<file path="src/rtl/adc_cmd_pkg.sv">
package adc_cmd_pkg;

  localparam int CMD_W = 8;

  typedef enum logic [2:0] {
    OP_NONE,
    OP_RESET,
    OP_START,
    OP_PDOWN,
    OP_RDATA,
    OP_RREG,
    OP_WREG,
    OP_WDATA
  } op_e;

  typedef enum logic {
    SEQ_IDLE,
    SEQ_CONV
  } seq_e;

  function automatic op_e classify(input logic [CMD_W-1:0] b);
    op_e r;
    casez (b)
      8'b0000_011?: r = OP_RESET;
      8'b0000_100?: r = OP_START;
      8'b0000_001?: r = OP_PDOWN;
      8'b0001_????: r = OP_RDATA;
      8'b0010_0???: r = OP_RREG;
      8'b0100_00??: r = OP_WREG;
      default:      r = OP_NONE;
    endcase
    return r;
  endfunction

endpackage

</file>
<file path="src/rtl/adc_cmd_decode.sv">
module adc_cmd_decode
  import adc_cmd_pkg::*;
(
  input  logic             clk,
  input  logic             rst_n,
  input  logic             fire,
  input  logic [CMD_W-1:0] cmd_byte,
  output op_e              op,
  output logic             reg_sel
);

  logic wdata_pend_q;

  always_comb begin
    op = OP_NONE;
    if (fire) begin
      if (wdata_pend_q) op = OP_WDATA;
      else              op = classify(cmd_byte);
    end
  end

  assign reg_sel = cmd_byte[2];

  always_ff @(posedge clk or negedge rst_n) begin
    if (!rst_n) begin
      wdata_pend_q <= 1'b0;
    end else if (fire) begin
      wdata_pend_q <= (op == OP_WREG);
    end
  end


  wreg_then_data_chk: assert property (@(posedge clk) disable iff (!rst_n)
    (op == OP_WREG) |=> (fire -> op == OP_WDATA));

endmodule

</file>
<file path="src/rtl/adc_conv_seq.sv">
module adc_conv_seq
  import adc_cmd_pkg::*;
(
  input  logic clk,
  input  logic rst_n,
  input  logic start_req,
  input  logic stop_req,
  input  logic done_in,
  input  logic cont_mode,
  output logic conv_start,
  output logic done_take,
  output logic busy
);

  seq_e state_q;
  logic start_q;

  assign busy       = (state_q == SEQ_CONV);
  assign conv_start = start_q;
  assign done_take  = done_in && busy && !start_req && !stop_req;

  always_ff @(posedge clk or negedge rst_n) begin
    if (!rst_n) begin
      state_q <= SEQ_IDLE;
      start_q <= 1'b0;
    end else begin
      start_q <= 1'b0;
      if (stop_req) begin
        state_q <= SEQ_IDLE;
      end else if (start_req) begin
        state_q <= SEQ_CONV;
        start_q <= 1'b1;
      end else if (done_take) begin
        if (cont_mode) start_q <= 1'b1;
        else           state_q <= SEQ_IDLE;
      end
    end
  end


  single_stops_chk: assert property (@(posedge clk) disable iff (!rst_n)
    (done_take && !cont_mode) |=> (!busy && !conv_start));


  cont_rearm_chk: assert property (@(posedge clk) disable iff (!rst_n)
    (done_take && cont_mode) |=> conv_start);


  stop_quiet_chk: assert property (@(posedge clk) disable iff (!rst_n)
    stop_req |=> (!conv_start && !busy));

endmodule

</file>
<file path="src/rtl/adc_readback.sv">
module adc_readback #(
  parameter int BYTE_W    = 8,
  parameter int MAX_BYTES = 3
) (
  input  logic                          clk,
  input  logic                          rst_n,
  input  logic                          load_en,
  input  logic [BYTE_W*MAX_BYTES-1:0]   load_word,
  input  logic [$clog2(MAX_BYTES+1)-1:0] load_cnt,
  input  logic                          rd_ready,
  output logic                          rd_valid,
  output logic [BYTE_W-1:0]             rd_data,
  output logic                          empty
);

  localparam int WORD_W = BYTE_W * MAX_BYTES;
  localparam int CNT_W  = $clog2(MAX_BYTES + 1);

  logic [WORD_W-1:0] shreg_q;
  logic [CNT_W-1:0]  cnt_q;

  assign rd_valid = (cnt_q != '0);
  assign empty    = (cnt_q == '0);
  assign rd_data  = shreg_q[WORD_W-1 -: BYTE_W];

  always_ff @(posedge clk or negedge rst_n) begin
    if (!rst_n) begin
      shreg_q <= '0;
      cnt_q   <= '0;
    end else if (load_en) begin
      shreg_q <= load_word;
      cnt_q   <= load_cnt;
    end else if (rd_valid && rd_ready) begin
      shreg_q <= shreg_q << BYTE_W;
      cnt_q   <= cnt_q - 1'b1;
    end
  end


  rd_hold_chk: assert property (@(posedge clk) disable iff (!rst_n)
    (rd_valid && !rd_ready) |=> (rd_valid && $stable(rd_data)));

endmodule

</file>
<file path="src/rtl/adc_cmd_ctrl.sv">
module adc_cmd_ctrl
  import adc_cmd_pkg::*;
#(
  parameter int RES_W         = 24,
  parameter int MODE_BIT      = 1,
  parameter int FLAG_BIT      = 7
) (
  input  logic             clk,
  input  logic             rst_n,
  input  logic             cmd_valid,
  output logic             cmd_ready,
  input  logic [CMD_W-1:0] cmd_data,
  output logic             rd_valid,
  input  logic             rd_ready,
  output logic [CMD_W-1:0] rd_data,
  output logic             conv_start,
  input  logic             conv_done,
  input  logic [RES_W-1:0] conv_result,
  output logic             drdy_n
);

  localparam int RES_BYTES = RES_W / CMD_W;
  localparam int CNT_W     = $clog2(RES_BYTES + 1);

  op_e              op;
  logic             reg_sel;
  logic             cmd_fire;
  logic             rb_empty;
  logic             done_take;
  logic             busy;
  logic             start_req;
  logic             stop_req;
  logic [CMD_W-1:0] cfg_q;
  logic             flag_q;
  logic [RES_W-1:0] result_q;
  logic [CMD_W-1:0] reg_byte;
  logic [RES_W-1:0] load_word;
  logic [CNT_W-1:0] load_cnt;
  logic             load_en;

  assign cmd_ready = rb_empty;
  assign cmd_fire  = cmd_valid && rb_empty;
  assign start_req = (op == OP_START);
  assign stop_req  = (op == OP_RESET) || (op == OP_PDOWN);
  assign drdy_n    = ~flag_q;

  adc_cmd_decode u_dec (
    .clk      (clk),
    .rst_n    (rst_n),
    .fire     (cmd_fire),
    .cmd_byte (cmd_data),
    .op       (op),
    .reg_sel  (reg_sel)
  );

  adc_conv_seq u_seq (
    .clk        (clk),
    .rst_n      (rst_n),
    .start_req  (start_req),
    .stop_req   (stop_req),
    .done_in    (conv_done),
    .cont_mode  (cfg_q[MODE_BIT]),
    .conv_start (conv_start),
    .done_take  (done_take),
    .busy       (busy)
  );

  always_ff @(posedge clk or negedge rst_n) begin
    if (!rst_n) begin
      cfg_q    <= '0;
      flag_q   <= 1'b0;
      result_q <= '0;
    end else if (op == OP_RESET) begin
      cfg_q    <= '0;
      flag_q   <= 1'b0;
      result_q <= '0;
    end else begin
      if (op == OP_WDATA) cfg_q <= cmd_data;
      if (done_take) begin
        result_q <= conv_result;
        flag_q   <= 1'b1;
      end else if (op == OP_RDATA) begin
        flag_q   <= 1'b0;
      end
    end
  end

  always_comb begin
    reg_byte           = '0;
    reg_byte[FLAG_BIT] = flag_q;
    if (!reg_sel) reg_byte = cfg_q;
  end

  assign load_en   = (op == OP_RDATA) || (op == OP_RREG);
  assign load_word = (op == OP_RDATA) ? result_q
                                      : {reg_byte, {(RES_W-CMD_W){1'b0}}};
  assign load_cnt  = (op == OP_RDATA) ? CNT_W'(RES_BYTES) : CNT_W'(1);

  adc_readback #(
    .BYTE_W    (CMD_W),
    .MAX_BYTES (RES_BYTES)
  ) u_rb (
    .clk       (clk),
    .rst_n     (rst_n),
    .load_en   (load_en),
    .load_word (load_word),
    .load_cnt  (load_cnt),
    .rd_ready  (rd_ready),
    .rd_valid  (rd_valid),
    .rd_data   (rd_data),
    .empty     (rb_empty)
  );


  done_sets_flag_chk: assert property (@(posedge clk) disable iff (!rst_n)
    done_take |=> !drdy_n);


  rdata_clears_chk: assert property (@(posedge clk) disable iff (!rst_n)
    (op == OP_RDATA && !done_take) |=> (drdy_n && rd_valid));


  idle_done_ignored_chk: assert property (@(posedge clk) disable iff (!rst_n)
    (conv_done && !busy && op != OP_RESET) |=> $stable(result_q));


  no_cmd_while_pending_chk: assert property (@(posedge clk) disable iff (!rst_n)
    rd_valid |-> !cmd_ready);

endmodule

</file>
<file path="config.mk">
export PLATFORM = sky130hd
export DESIGN_NAME = adc_cmd_ctrl
export DESIGN_NICKNAME = d
export VERILOG_FILES = /design/src/rtl/adc_cmd_pkg.sv /design/src/rtl/adc_cmd_decode.sv /design/src/rtl/adc_conv_seq.sv /design/src/rtl/adc_readback.sv /design/src/rtl/adc_cmd_ctrl.sv
export SDC_FILE = /design/constraint.sdc
export NUM_CORES = 1
export LEC_CHECK = 0
export BUFFER_PORTS_ARGS = -buffer_cell sky130_fd_sc_hd__buf_4
export CAP_MARGIN = 20
export CORE_MARGIN = 5
export CORE_UTILIZATION = 54
export CTS_BUF_LIST = sky130_fd_sc_hd__clkbuf_8
export DETAILED_ROUTE_END_ITERATION = 8
export GPL_TIMING_DRIVEN = 0
export PLACE_DENSITY = 0.79
export SLEW_MARGIN = 20
export SYNTH_ARGS = -nofsm -noshare
export SYNTH_HDL_FRONTEND = slang
export SYNTH_HIERARCHICAL = 1
export SYNTH_SLANG_ARGS = --single-unit
</file>
<file path="constraint.sdc">
create_clock -name clk -period 2.4 [get_ports clk]
set_input_delay 0.48 -clock clk [delete_from_list [all_inputs] [get_ports clk]]
set_output_delay 0.48 -clock clk [all_outputs]
set_load 0.05 [all_outputs]
</file>
==> flow_metrics.py, run 1 <==
metrics = {
    "status": {
        "status": "finished clean",
    },
    "global_routing": {
        "grt_pass1_vias": 2592,
        "grt_antenna_before_repair": 0,
        "grt.overflow.total": 0,
        "gr-usage-all-layers_pct": 22.0,
        "grt_max_degree": 63,
        "grt_first_pass_wirelength_um": 13300,
    },
    "worst_setup_path": {
        "setup.worst_path.class": "input port to register",
        "worst_setup_path_end_kind": "register",
        "arrival_ns": 2.60,
        "r2r_end": "result_q[13]$_DFFE_PN0P_",
        "cp_max_fo": 6,
        "crit_path_start_kind": "input port",
        "cp.required_ns": 2.62,
        "r2r-start": "u_rb/cnt_q[0]$_DFFE_PN0P_",
        "reg2reg_slack_ns": 0.10,
        "reg2reg_depth": 12,
    },
    "synthesis": {
        "synth_area_sq_um": 3430,
        "syn_area_per_cell_sq_um": 10.9,
        "synthesis.nets": 353,
        "ys_seq_area_share_pct": 45.3,
        "synth_edf_count": 0,
        "synth-main-ff-cell": "dfrtp_1",
        "syn_inst": 315,
        "async_flop_share_pct": 100,
        "ys_warn_count": 6,
        "yosys_register_bits": 62,
        "yosys-top-cells-area": "dfrtp_1, mux2i_1, nor2b_1, a221o_1, and4bb_1",
        "ys_types": 38,
        "synth_top_area_cell": "dfrtp_1",
        "synth_top_area_share_pct": 45.3,
    },
    "finish": {
        "antenna_cells": 0,
        "fillers": 487,
        "final_net_count": 429,
        "stdcell_count": 473,
        "synthToLayoutAreaGrowth_pct": 27.5,
        "fin_util_pct": 69.6,
        "seqCellArea_sq_um": 1550,
        "layout-drive-gt1-share_pct": 34.1,
        "final_common_cell": "buf_4",
        "multi_input_area_sq_um": 1690,
        "design_area_sq_um": 4370,
        "final_cell_mix": "buf_4, dfrtp_1, nor2_1, nor2b_1, mux2i_1",
    },
    "cts": {
        "insertion_delay_ns": 0.34,
        "cts.sinks": 62,
        "hold_buffers": 0,
        "h-tree-depth": 3,
        "cts_inserted_buffers": 9,
        "cts_tree": "yes",
        "cts.reportedPaths.clkPinSlew_ns": 0.06,
        "cts_buffer_depth": 2,
        "ctsRootBufferMaster": "clkbuf_8",
    },
    "placed_design": {
        "place_inst": 440,
        "pre_cts_ws_ns": -0.463,
        "place_area_sq_um": 3940,
        "hpwl_um": 5500,
        "io_buffers": 48,
        "gp_congestion": 0.849,
    },
    "timing": {
        "setup_ws_ns": 0.0253,
        "hold_viol": 0,
        "setup_viol": 0,
        "finalCritPeriodShare_pct": 98.9,
        "tightest_slew_ns": 0.755,
        "maxSlewViolCount": 0,
        "maxSlewHeadroom_pct": 49.7,
        "finalClockSkew_ns": 0.00588,
        "fmax_ghz": 0.421,
        "period_needed_ns": 2.37,
    },
    "detailed_routing": {
        "first_pass_iters": 4,
        "ant_nets": 0,
        "vias": 2664,
        "route.detailed.drc": 0,
        "routed_wl_um": 8350,
        "via_per_inst": 5.63,
        "drtIter0Drc": 215,
        "routedWlPerCell_um": 17.7,
    },
    "die": {
        "die_width_um": 89.7,
        "die_h_um": 89.7,
        "num_rows": 29,
        "die_area_sq_um": 8040,
        "ios": 49,
        "start_util_pct": 54.6,
        "coreArea_sq_um": 6280,
    },
    "power": {
        "vdd_drop_max_uv": 464,
        "power_uw": 2950,
        "power.leakage_uw": 0.00218,
        "p_per_area_nw_per_um2": 674,
    },
    "worst_hold_path": {
        "min_path_type": "input port to asynchronous set/reset pin",
    },
    "flow_run": {
        "drv_cap": 0,
    },
}
state kept, by name (all words and copies together), names as in the netlist:
signal              flops
u_dec/wdata_pend_q      1
u_rb/shreg_q           24
u_seq/busy              1
flag_q                  1
u_seq/conv_start        1
cfg_q                   8
u_rb/cnt_q              2
result_q               24
Yosys cell counts, types with 2 or more instances:
cell / instances
o21ai_0: 8
nor4_1: 3
a21o_1: 9
clkbuf_2: 4
buf_2: 11
inv_1: 5
nor2b_1: 32
and2_1: 18
buf_8: 2
nand2_1: 10
a21oi_1: 2
nor4bb_1: 4
nor4b_2: 3
a32o_1: 8
buf_6: 4
o21a_1: 2
buf_4: 12
nand2b_1: 9
mux2i_1: 25
dfrtp_1: 62
a22o_1: 8
a221o_1: 17
clkbuf_1: 2
and4bb_1: 12
nor2_1: 30
final cells by class:
cell class,count,area share [%]
buffer,34,6.39
clock buffer,11,3.47
clock inverter,5,1.12
inverter,5,0.430
multi-input combinational,213,38.7
sequential,62,35.5
tap,77,2.21
timing repair buffer,66,12.2
cells by family (layout without fill, tap and decap cells):
kind of cell	count (synthesis)	after routing	share of synthesized area [%]
XOR/XNOR	1	1	0.256
multiplexers	25	25	7.30
buffers and inverters	40	121	7.78
AND/OR/NAND/NOR	125	125	23.9
flip-flops	62	62	45.3
other	1	1	0.109
adder cells (fa/ha/maj)	1	1	0.365
AO/OA/AOI/OAI	60	60	15.0
worst max-delay path by stage:
| stage | to | slack [ns] | start |
|---|---|---|---|
| finish | result_q[13]$_DFFE_PN0P_ | 0.03 | cmd_data[3] |
| global route | result_q[13]$_DFFE_PN0P_ | -0.05 | cmd_data[3] |
| CTS | result_q[2]$_DFFE_PN0P_ | 0.006 | u_rb/cnt_q[0]$_DFFE_PN0P_ |
| detailed placement | result_q[2]$_DFFE_PN0P_ | -0.46 | cmd_data[3] |
| global placement | result_q[21]$_DFFE_PN0P_ | -0.38 | cmd_data[3] |
| floorplan | flag_q$_DFFE_PN0P_ | 0.01 | u_rb/cnt_q[0]$_DFFE_PN0P_ |
per-layer routing:
metal | global-route usage, % | part of all wire (%) | up-vias
met1 | 30.1 | 44 | 1283
met5 | 0 | 0 | -
li1 | - | - | 1274
met2 | 33.7 | 49 | 88
met3 | 3.38 | 4.6 | 19
met4 | 11.6 | 3.1 | 0
where the power goes:
| part | switching, uW | internal (uW) | leakage (uW) |
|---|---|---|---|
| Combinational | 440 | 377 | 0.00121 |
| Sequential | 58.3 | 1140 | 0.000857 |
| Clock | 400 | 527 | 0.000110 |
| Total | 898 | 2050 | 0.00218 |
through the flow:
step,setup TNS (ns),hold WS (ns)
2_1_floorplan,0,0.184
3_3_place_gp,-15.64,0.491
3_5_place_dp,-19.66,0.502
4_1_cts,0,0.235
5_1_grt,-0.438,0.285
6_report,0,0.214
critical path, cell delays in order:
cell and delay (ns):
buf_4 0.14, nor4b_2 0.30, a21oi_1 0.07, a21o_1 0.21, a21boi_4 0.22, nor2b_2 0.06, buf_4 0.15, nor2b_4 0.14
nor3_4 0.21, buf_6 0.19, buf_4 0.13, mux2i_1 0.23, nor2_1 0.06
repair_timing:
item	4_1_cts	5_1_grt
gates cloned	0	2
buffers inserted	3	13
pin swaps	0	7
endpoints found under the setup margin	40	37
gates resized for setup	6	12
Power figures use the tool's default switching activity.
==> run 2: changes to the inputs <==
--- a/config.mk
+++ b/config.mk
@@ -12,6 +12,7 @@
 export CTS_BUF_LIST = sky130_fd_sc_hd__clkbuf_8
 export DETAILED_ROUTE_END_ITERATION = 8
 export GPL_TIMING_DRIVEN = 0
+export HOLD_SLACK_MARGIN = 0.15
 export PLACE_DENSITY = 0.79
 export SLEW_MARGIN = 20
 export SYNTH_ARGS = -nofsm -noshare
==> constraint.sdc (replaced) <==
create_clock -name clk -period 2 [get_ports clk]
set_input_delay 0.2 -clock clk [delete_from_list [all_inputs] [get_ports clk]]
set_output_delay 0.2 -clock clk [all_outputs]
set_load 0.05 [all_outputs]
==> run 2 against run 1 <==
The run now ends with negative setup slack left. Clock skew is 0.0031 ns higher. Critical path depth is 5 lower. Non-clock buffer count is 29 higher. Hold slack worse by 0.039 ns. Clock power is 4.2% higher. Sequential cell count stayed put. Via count is 6.1% higher. Die area stayed put.
==> flow_metrics.py, run 2 (synthesis gave the netlist of run 1 again) <==
metrics = {
    "status": {
        "status": "finished with violations",
        "violations": "negative setup slack",
    },
    "power": {
        "vdd_drop_max_uv": 655,
        "power.leakage_uw": 0.00234,
        "p_int_uw": 2340,
        "p_per_area_nw_per_um2": 734,
        "switching_share_pct": 33.3,
        "p_sw_uw": 1170,
        "clock_power_share_pct": 27.5,
        "comb_power_share_pct": 31.2,
        "seqPwrFrac_pct": 41.3,
    },
    "timing": {
        "tightest_slew_ns": 0.783,
        "setup_viol": 53,
        "finalCritPeriodShare_pct": 110,
        "period_needed_ns": 2.20,
        "maxSlewHeadroom_pct": 47.8,
        "hold_viol": 0,
        "maxSlewViolCount": 0,
        "fmax_ghz": 0.454,
        "setup_ws_ns": -0.200,
        "hold-worst-slack_ns": 0.176,
        "grt_setup_unrepaired": "true",
        "setup_tns_ns": -6.85,
        "finalClockSkew_ns": 0.00896,
    },
    "placed_design": {
        "hpwl_um": 5440,
        "gp_congestion": 0.787,
        "io_buffers": 48,
    },
    "worst_setup_path": {
        "worst_setup_path_end_kind": "register",
        "setup.worst_path.class": "register to register",
        "crit_chain": "inv_2 -> ha_4 -> and2_4 -> a21boi_4 -> nor2b_4 -> buf_6 -> and4bb_1 -> a221o_1",
        "cp_max_fo": 10,
        "cp.required_ns": 2.22,
        "arrival_ns": 2.42,
        "crit_path_start_kind": "register",
        "slowest_stage": "dfrtp_1",
        "max_stage_delay_ns": 0.41,
    },
    "global_routing": {
        "grt_first_pass_wirelength_um": 14800,
        "grt_max_degree": 63,
        "grt_pass1_vias": 2903,
        "gr-usage-all-layers_pct": 24.7,
        "grt_antenna_before_repair": 0,
        "grt.overflow.total": 0,
    },
    "detailed_routing": {
        "route.detailed.drc": 0,
        "vias": 2827,
        "first_pass_iters": 4,
        "ant_nets": 0,
        "via_per_inst": 5.63,
        "routedWlPerCell_um": 18.9,
        "routed_wl_um": 9510,
        "drtIter0Drc": 227,
    },
    "flow_run": {
        "drv_cap": 0,
    },
    "finish": {
        "final_net_count": 458,
        "final_common_cell": "buf_4",
        "final_cell_mix": "buf_4, dfrtp_1, nor2_1, nor2b_1, dlygate4sd3_1",
        "fillers": 381,
        "layout-drive-gt1-share_pct": 36.7,
        "synthToLayoutAreaGrowth_pct": 39.7,
        "reg_top3": "result_q: 24 flops, u_rb/shreg_q: 24 flops, cfg_q: 8 flops",
        "fin_util_pct": 76.2,
        "antenna_cells": 0,
    },
    "cts": {
        "cts_buffer_depth": 2,
        "h-tree-depth": 3,
        "cts_inserted_buffers": 9,
        "cts.sinks": 62,
        "cts.reportedPaths.clkPinSlew_ns": 0.07,
        "cts_tree": "yes",
        "ctsRootBufferMaster": "clkbuf_8",
        "insertion_delay_ns": 0.34,
    },
    "die": {
        "num_rows": 29,
        "die_area_sq_um": 8040,
        "die_width_um": 89.7,
        "start_util_pct": 54.6,
        "coreArea_sq_um": 6280,
        "ios": 49,
        "die_h_um": 89.7,
    },
    "worst_hold_path": {
        "min_path_type": "input port to register",
    },
}
==> run 2: cell types whose count changed in the layout (fill, tap and decap cells not counted), moves of 4 or more <==
cell | previous run | this run
dlygate4sd3_1 | 0 | 25
buf_6 | 6 | 15
o21ai_0 | 8 | 0
buf_2 | 7 | 0
and2_1 | 17 | 13
and2_4 | 1 | 5
o21ai_2 | 0 | 4
==> run 2: worst paths after layout <==
path	start	to	slack, ns	cells after the start
setup / recovery	u_rb/cnt_q[0]$_DFFE_PN0P_	u_rb/shreg_q[15]$_DFFE_PN0P_	-0.20	8
min in group asynchronous	rst_n	cfg_q[6]$_DFFE_PN0P_	0.47	2
hold reg to reg	result_q[5]$_DFFE_PN0P_	result_q[5]$_DFFE_PN0P_	0.51	2
max in group asynchronous	rst_n	u_rb/shreg_q[4]$_DFFE_PN0P_	1.01	2
setup reg to reg	u_rb/cnt_q[0]$_DFFE_PN0P_	u_rb/shreg_q[15]$_DFFE_PN0P_	-0.20	8
hold / removal	conv_result[14]	result_q[14]$_DFFE_PN0P_	0.18	3
==> run 2: layer usage <==
metal  global-route usage [%]  wire, um  up-vias  share of wire (%)
met5                        0         0        -                  0
met4                     12.2       417        0                4.4
met3                     3.83       468       34                4.9
met2                     40.0      4670       96                 49
met1                     32.4      3950     1368                 42
li1                         -         -     1329                  -
==> run 2: worst max-delay path: cells and delay by family, from the launching register on <==
family,cells,cell delay [ns]
compound gates,2,0.55
fa+ha+maj,1,0.13
buf+inv,2,0.26
flops,1,0.41
simple gates,3,0.71
==> run 2: power by group through the flow <==
stage	sequential, uW	clock [uW]	combinational (uW)
after floorplan	1440	0	680
after global routing	1460	1030	1170
final	1450	966	1100
after detailed placement	1470	0	921
after global placement	1460	0	903
after CTS	1440	964	1010
==> run 2: area by class of cell <==
cell class	instances	area, sq um	area share (%)
clock inverters	7	41.3	0.863
multi-input cells	213	1760	36.8
repair buffers	98	872	18.2
inverters	5	18.8	0.392
well taps	77	96.3	2.01
clock buffers	9	124	2.59
flip-flops and latches	62	1550	32.4
plain buffers	31	320	6.69
==> run 2: timing repair <==
item / 4_1_cts / 5_1_grt
pin swaps: 20 / 11
endpoints found under the setup margin: 60 / 59
gates cloned: 1 / 2
hold buffers: 25 / 0
gates resized for setup: 42 / 18
setup buffers: 14 / 8
endpoints found under the hold margin: 87 / 0
==> run 2: stage by stage <==
| stage | power, uW | setup WS [ns] | instances | area, sq um |
|---|---|---|---|---|
| after floorplan | 2120 | -0.253 | 315 | 3500 |
| after global placement | 2370 | -0.432 | 440 | 3960 |
| after detailed placement | 2390 | -0.478 | 440 | 3960 |
| after CTS | 3410 | -0.152 | 494 | 4630 |
| after global routing | 3660 | -0.264 | 502 | 4780 |
| final | 3510 | -0.200 | 502 | 4780 |
==> run 3: changes to the inputs <==
--- a/config.mk
+++ b/config.mk
@@ -6,14 +6,13 @@
 export NUM_CORES = 1
 export LEC_CHECK = 0
 export BUFFER_PORTS_ARGS = -buffer_cell sky130_fd_sc_hd__buf_4
-export CAP_MARGIN = 20
 export CORE_MARGIN = 5
 export CORE_UTILIZATION = 54
 export CTS_BUF_LIST = sky130_fd_sc_hd__clkbuf_8
 export DETAILED_ROUTE_END_ITERATION = 8
 export GPL_TIMING_DRIVEN = 0
 export HOLD_SLACK_MARGIN = 0.15
-export PLACE_DENSITY = 0.79
+export PLACE_DENSITY = 0.89
 export SLEW_MARGIN = 20
 export SYNTH_ARGS = -nofsm -noshare
 export SYNTH_HDL_FRONTEND = slang
==> run 3 against run 2 <==
Die area unchanged. Utilization rose by 1.5 points. Non-clock buffer count rose by 6. Count of clock-buffer cells in the layout grew 3. Critical path type unchanged. Fmax down 3.1%. The flow still finishes with violations (negative setup slack).
==> flow_metrics.py, run 3 (synthesis gave the netlist of run 1 again) <==
metrics = {
    "global_routing": {
        "grt.overflow.total": 0,
        "gr-usage-all-layers_pct": 26.4,
        "grt_antenna_before_repair": 0,
        "grt_first_pass_wirelength_um": 15600,
        "grt_max_degree": 63,
        "grt_pass1_vias": 3109,
    },
    "detailed_routing": {
        "routedWlPerCell_um": 20.9,
        "top_layer": "met4",
        "via_per_inst": 6.06,
        "vias": 3068,
        "ant_nets": 0,
        "route.met3.wl_um": 671,
        "met1Wirelength_um": 4010,
        "wl_met2_um": 5460,
        "routed_wl_um": 10600,
        "route.detailed.drc": 0,
        "first_pass_iters": 5,
        "drtIter0Drc": 227,
    },
    "cts": {
        "h-tree-depth": 3,
        "cts.reportedPaths.clkPinSlew_ns": 0.07,
        "cts_inserted_buffers": 9,
        "insertion_delay_ns": 0.34,
        "cts_buffer_depth": 2,
        "cts_tree": "yes",
        "ctsRootBufferMaster": "clkbuf_8",
        "cts.sinks": 62,
    },
    "finish": {
        "stdcell_count": 506,
        "synthToLayoutAreaGrowth_pct": 42.4,
        "antenna_cells": 0,
        "reg_top3": "result_q: 24 flops, u_rb/shreg_q: 24 flops, cfg_q: 8 flops",
        "layout-drive-gt1-share_pct": 38.0,
        "final_cell_mix": "buf_4, dfrtp_1, nor2_1, dlygate4sd3_1, nor2b_1",
        "final_common_cell": "buf_4",
        "final_net_count": 464,
    },
    "worst_setup_path": {
        "worst_path_most_repeated_cell": "nor2b_4",
        "setup.worst_path.class": "register to register",
        "arrival_ns": 2.49,
        "crit_chain": "inv_2 -> ha_4 -> and2_4 -> nor2b_4 -> buf_6 -> nor2b_4 -> nor2b_4 -> nor3_2 -> buf_6 -> clkbuf_16 -> mux2i_1 -> nor2_1",
        "r2r-start": "u_rb/cnt_q[1]$_DFFE_PN0P_",
        "cp.required_ns": 2.22,
        "cp_max_fo": 6,
        "worst_setup_path_end_kind": "register",
        "crit_path_start_kind": "register",
        "cp-startpoint": "u_rb/cnt_q[1]$_DFFE_PN0P_",
        "max_stage_delay_ns": 0.38,
        "slowest_stage": "dfrtp_1",
    },
    "die": {
        "start_util_pct": 54.6,
        "die_area_sq_um": 8040,
        "ios": 49,
        "die_h_um": 89.7,
        "die_width_um": 89.7,
        "coreArea_sq_um": 6280,
        "num_rows": 29,
    },
    "timing": {
        "fmax_ghz": 0.440,
        "period_needed_ns": 2.27,
        "maxSlewViolCount": 0,
        "grt_setup_unrepaired": "true",
        "finalClockSkew_ns": 0.00742,
        "hold_viol": 0,
        "maxSlewHeadroom_pct": 48.2,
        "setup_viol": 53,
        "finalCritPeriodShare_pct": 114,
        "tightest_slew_ns": 0.777,
        "setup_ws_ns": -0.271,
        "setup_tns_ns": -8.06,
    },
    "worst_hold_path": {
        "hold_start": "cmd_data[7]",
        "min_path_type": "input port to register",
    },
    "placed_design": {
        "gp_congestion": 0.793,
        "place_inst": 440,
        "io_buffers": 48,
        "hpwl_um": 5600,
    },
    "flow_run": {
        "drv_cap": 0,
    },
    "status": {
        "violations": "negative setup slack",
        "status": "finished with violations",
    },
    "power": {
        "p_per_area_nw_per_um2": 741,
        "power.leakage_uw": 0.00240,
        "vdd_drop_max_uv": 589,
    },
}
==> run 3: cell types whose count changed in the layout (fill, tap and decap cells not counted), moves of 2 or more <==
| cell | delta |
|---|---|
| o21ai_4 | -2 |
| buf_4 | -3 |
| clkbuf_8 | +3 |
| buf_6 | +7 |
| o21ai_2 | +3 |
| clkinv_2 | -4 |
==> run 3: per-stage QoR <==
| step | area, sq um | util, % | setup slack, ns | hold WS [ns] | total power [uW] |
|---|---|---|---|---|---|
| global route | 4880 | 77.7 | -0.339 | 0.240 | 3760 |
| CTS | 4700 | 74.9 | -0.172 | 0.184 | 3490 |
| global placement | 3960 | 63.0 | -0.422 | 0.322 | 2360 |
| floorplan | 3500 | - | -0.253 | -0.0956 | 2120 |
| finish | 4880 | 77.7 | -0.271 | 0.233 | 3610 |
| detailed placement | 3960 | 63.0 | -0.522 | 0.326 | 2400 |
==> run 3: final cells by class <==
| class | count | area (sq um) |
|---|---|---|
| multi-input combinational | 213 | 1760 |
| sequential | 62 | 1550 |
| fill | 373 | 1400 |
| timing repair buffer | 104 | 942 |
| buffer | 31 | 332 |
| clock buffer | 12 | 165 |
| tap | 77 | 96.3 |
| inverter | 5 | 18.8 |
| clock inverter | 2 | 8.76 |
==> run 3: worst paths after layout <==
path | end | slack [ns] | cells after the start
hold / removal | cfg_q[7]$_DFFE_PN0P_ | 0.23 | 3
setup reg to reg | result_q[10]$_DFFE_PN0P_ | -0.27 | 12
setup / recovery | result_q[10]$_DFFE_PN0P_ | -0.27 | 12
max in group asynchronous | result_q[0]$_DFFE_PN0P_ | 1.01 | 2
hold reg to reg | cfg_q[2]$_DFFE_PN0P_ | 0.52 | 1
min in group asynchronous | u_rb/shreg_q[18]$_DFFE_PN0P_ | 0.49 | 2
==> run 3: worst max-delay path, delay by kind of cell, from the launching register on <==
kind / cells / cell delay, ns
adders and majority gates: 1 / 0.17
muxes: 1 / 0.22
and+or+nand+nor: 6 / 0.82
buffers and inverters: 4 / 0.55
DFF: 1 / 0.38
==> run 3: metal layers <==
metal / vias up / GRT usage (%)
met5: - / 0
met4: 0 / 12.7
met3: 34 / 5.20
met2: 174 / 45.9
met1: 1522 / 31.1
li1: 1338 / -
==> run 3: power by group <==
part           switching [uW]  total, uW  internal, uW
Sequential               84.4       1460          1370
Combinational             617       1170           550
Clock                     458        989           531
==> run 3: what timing repair did <==
item / in CTS / in global routing
pin swaps: 15 / 18
setup endpoints to repair: 60 / 60
hold buffers: 26 / 0
endpoints found under the hold margin: 88 / 0
setup buffers: 18 / 10
gates cloned: 4 / 2
resized for setup: 45 / 33
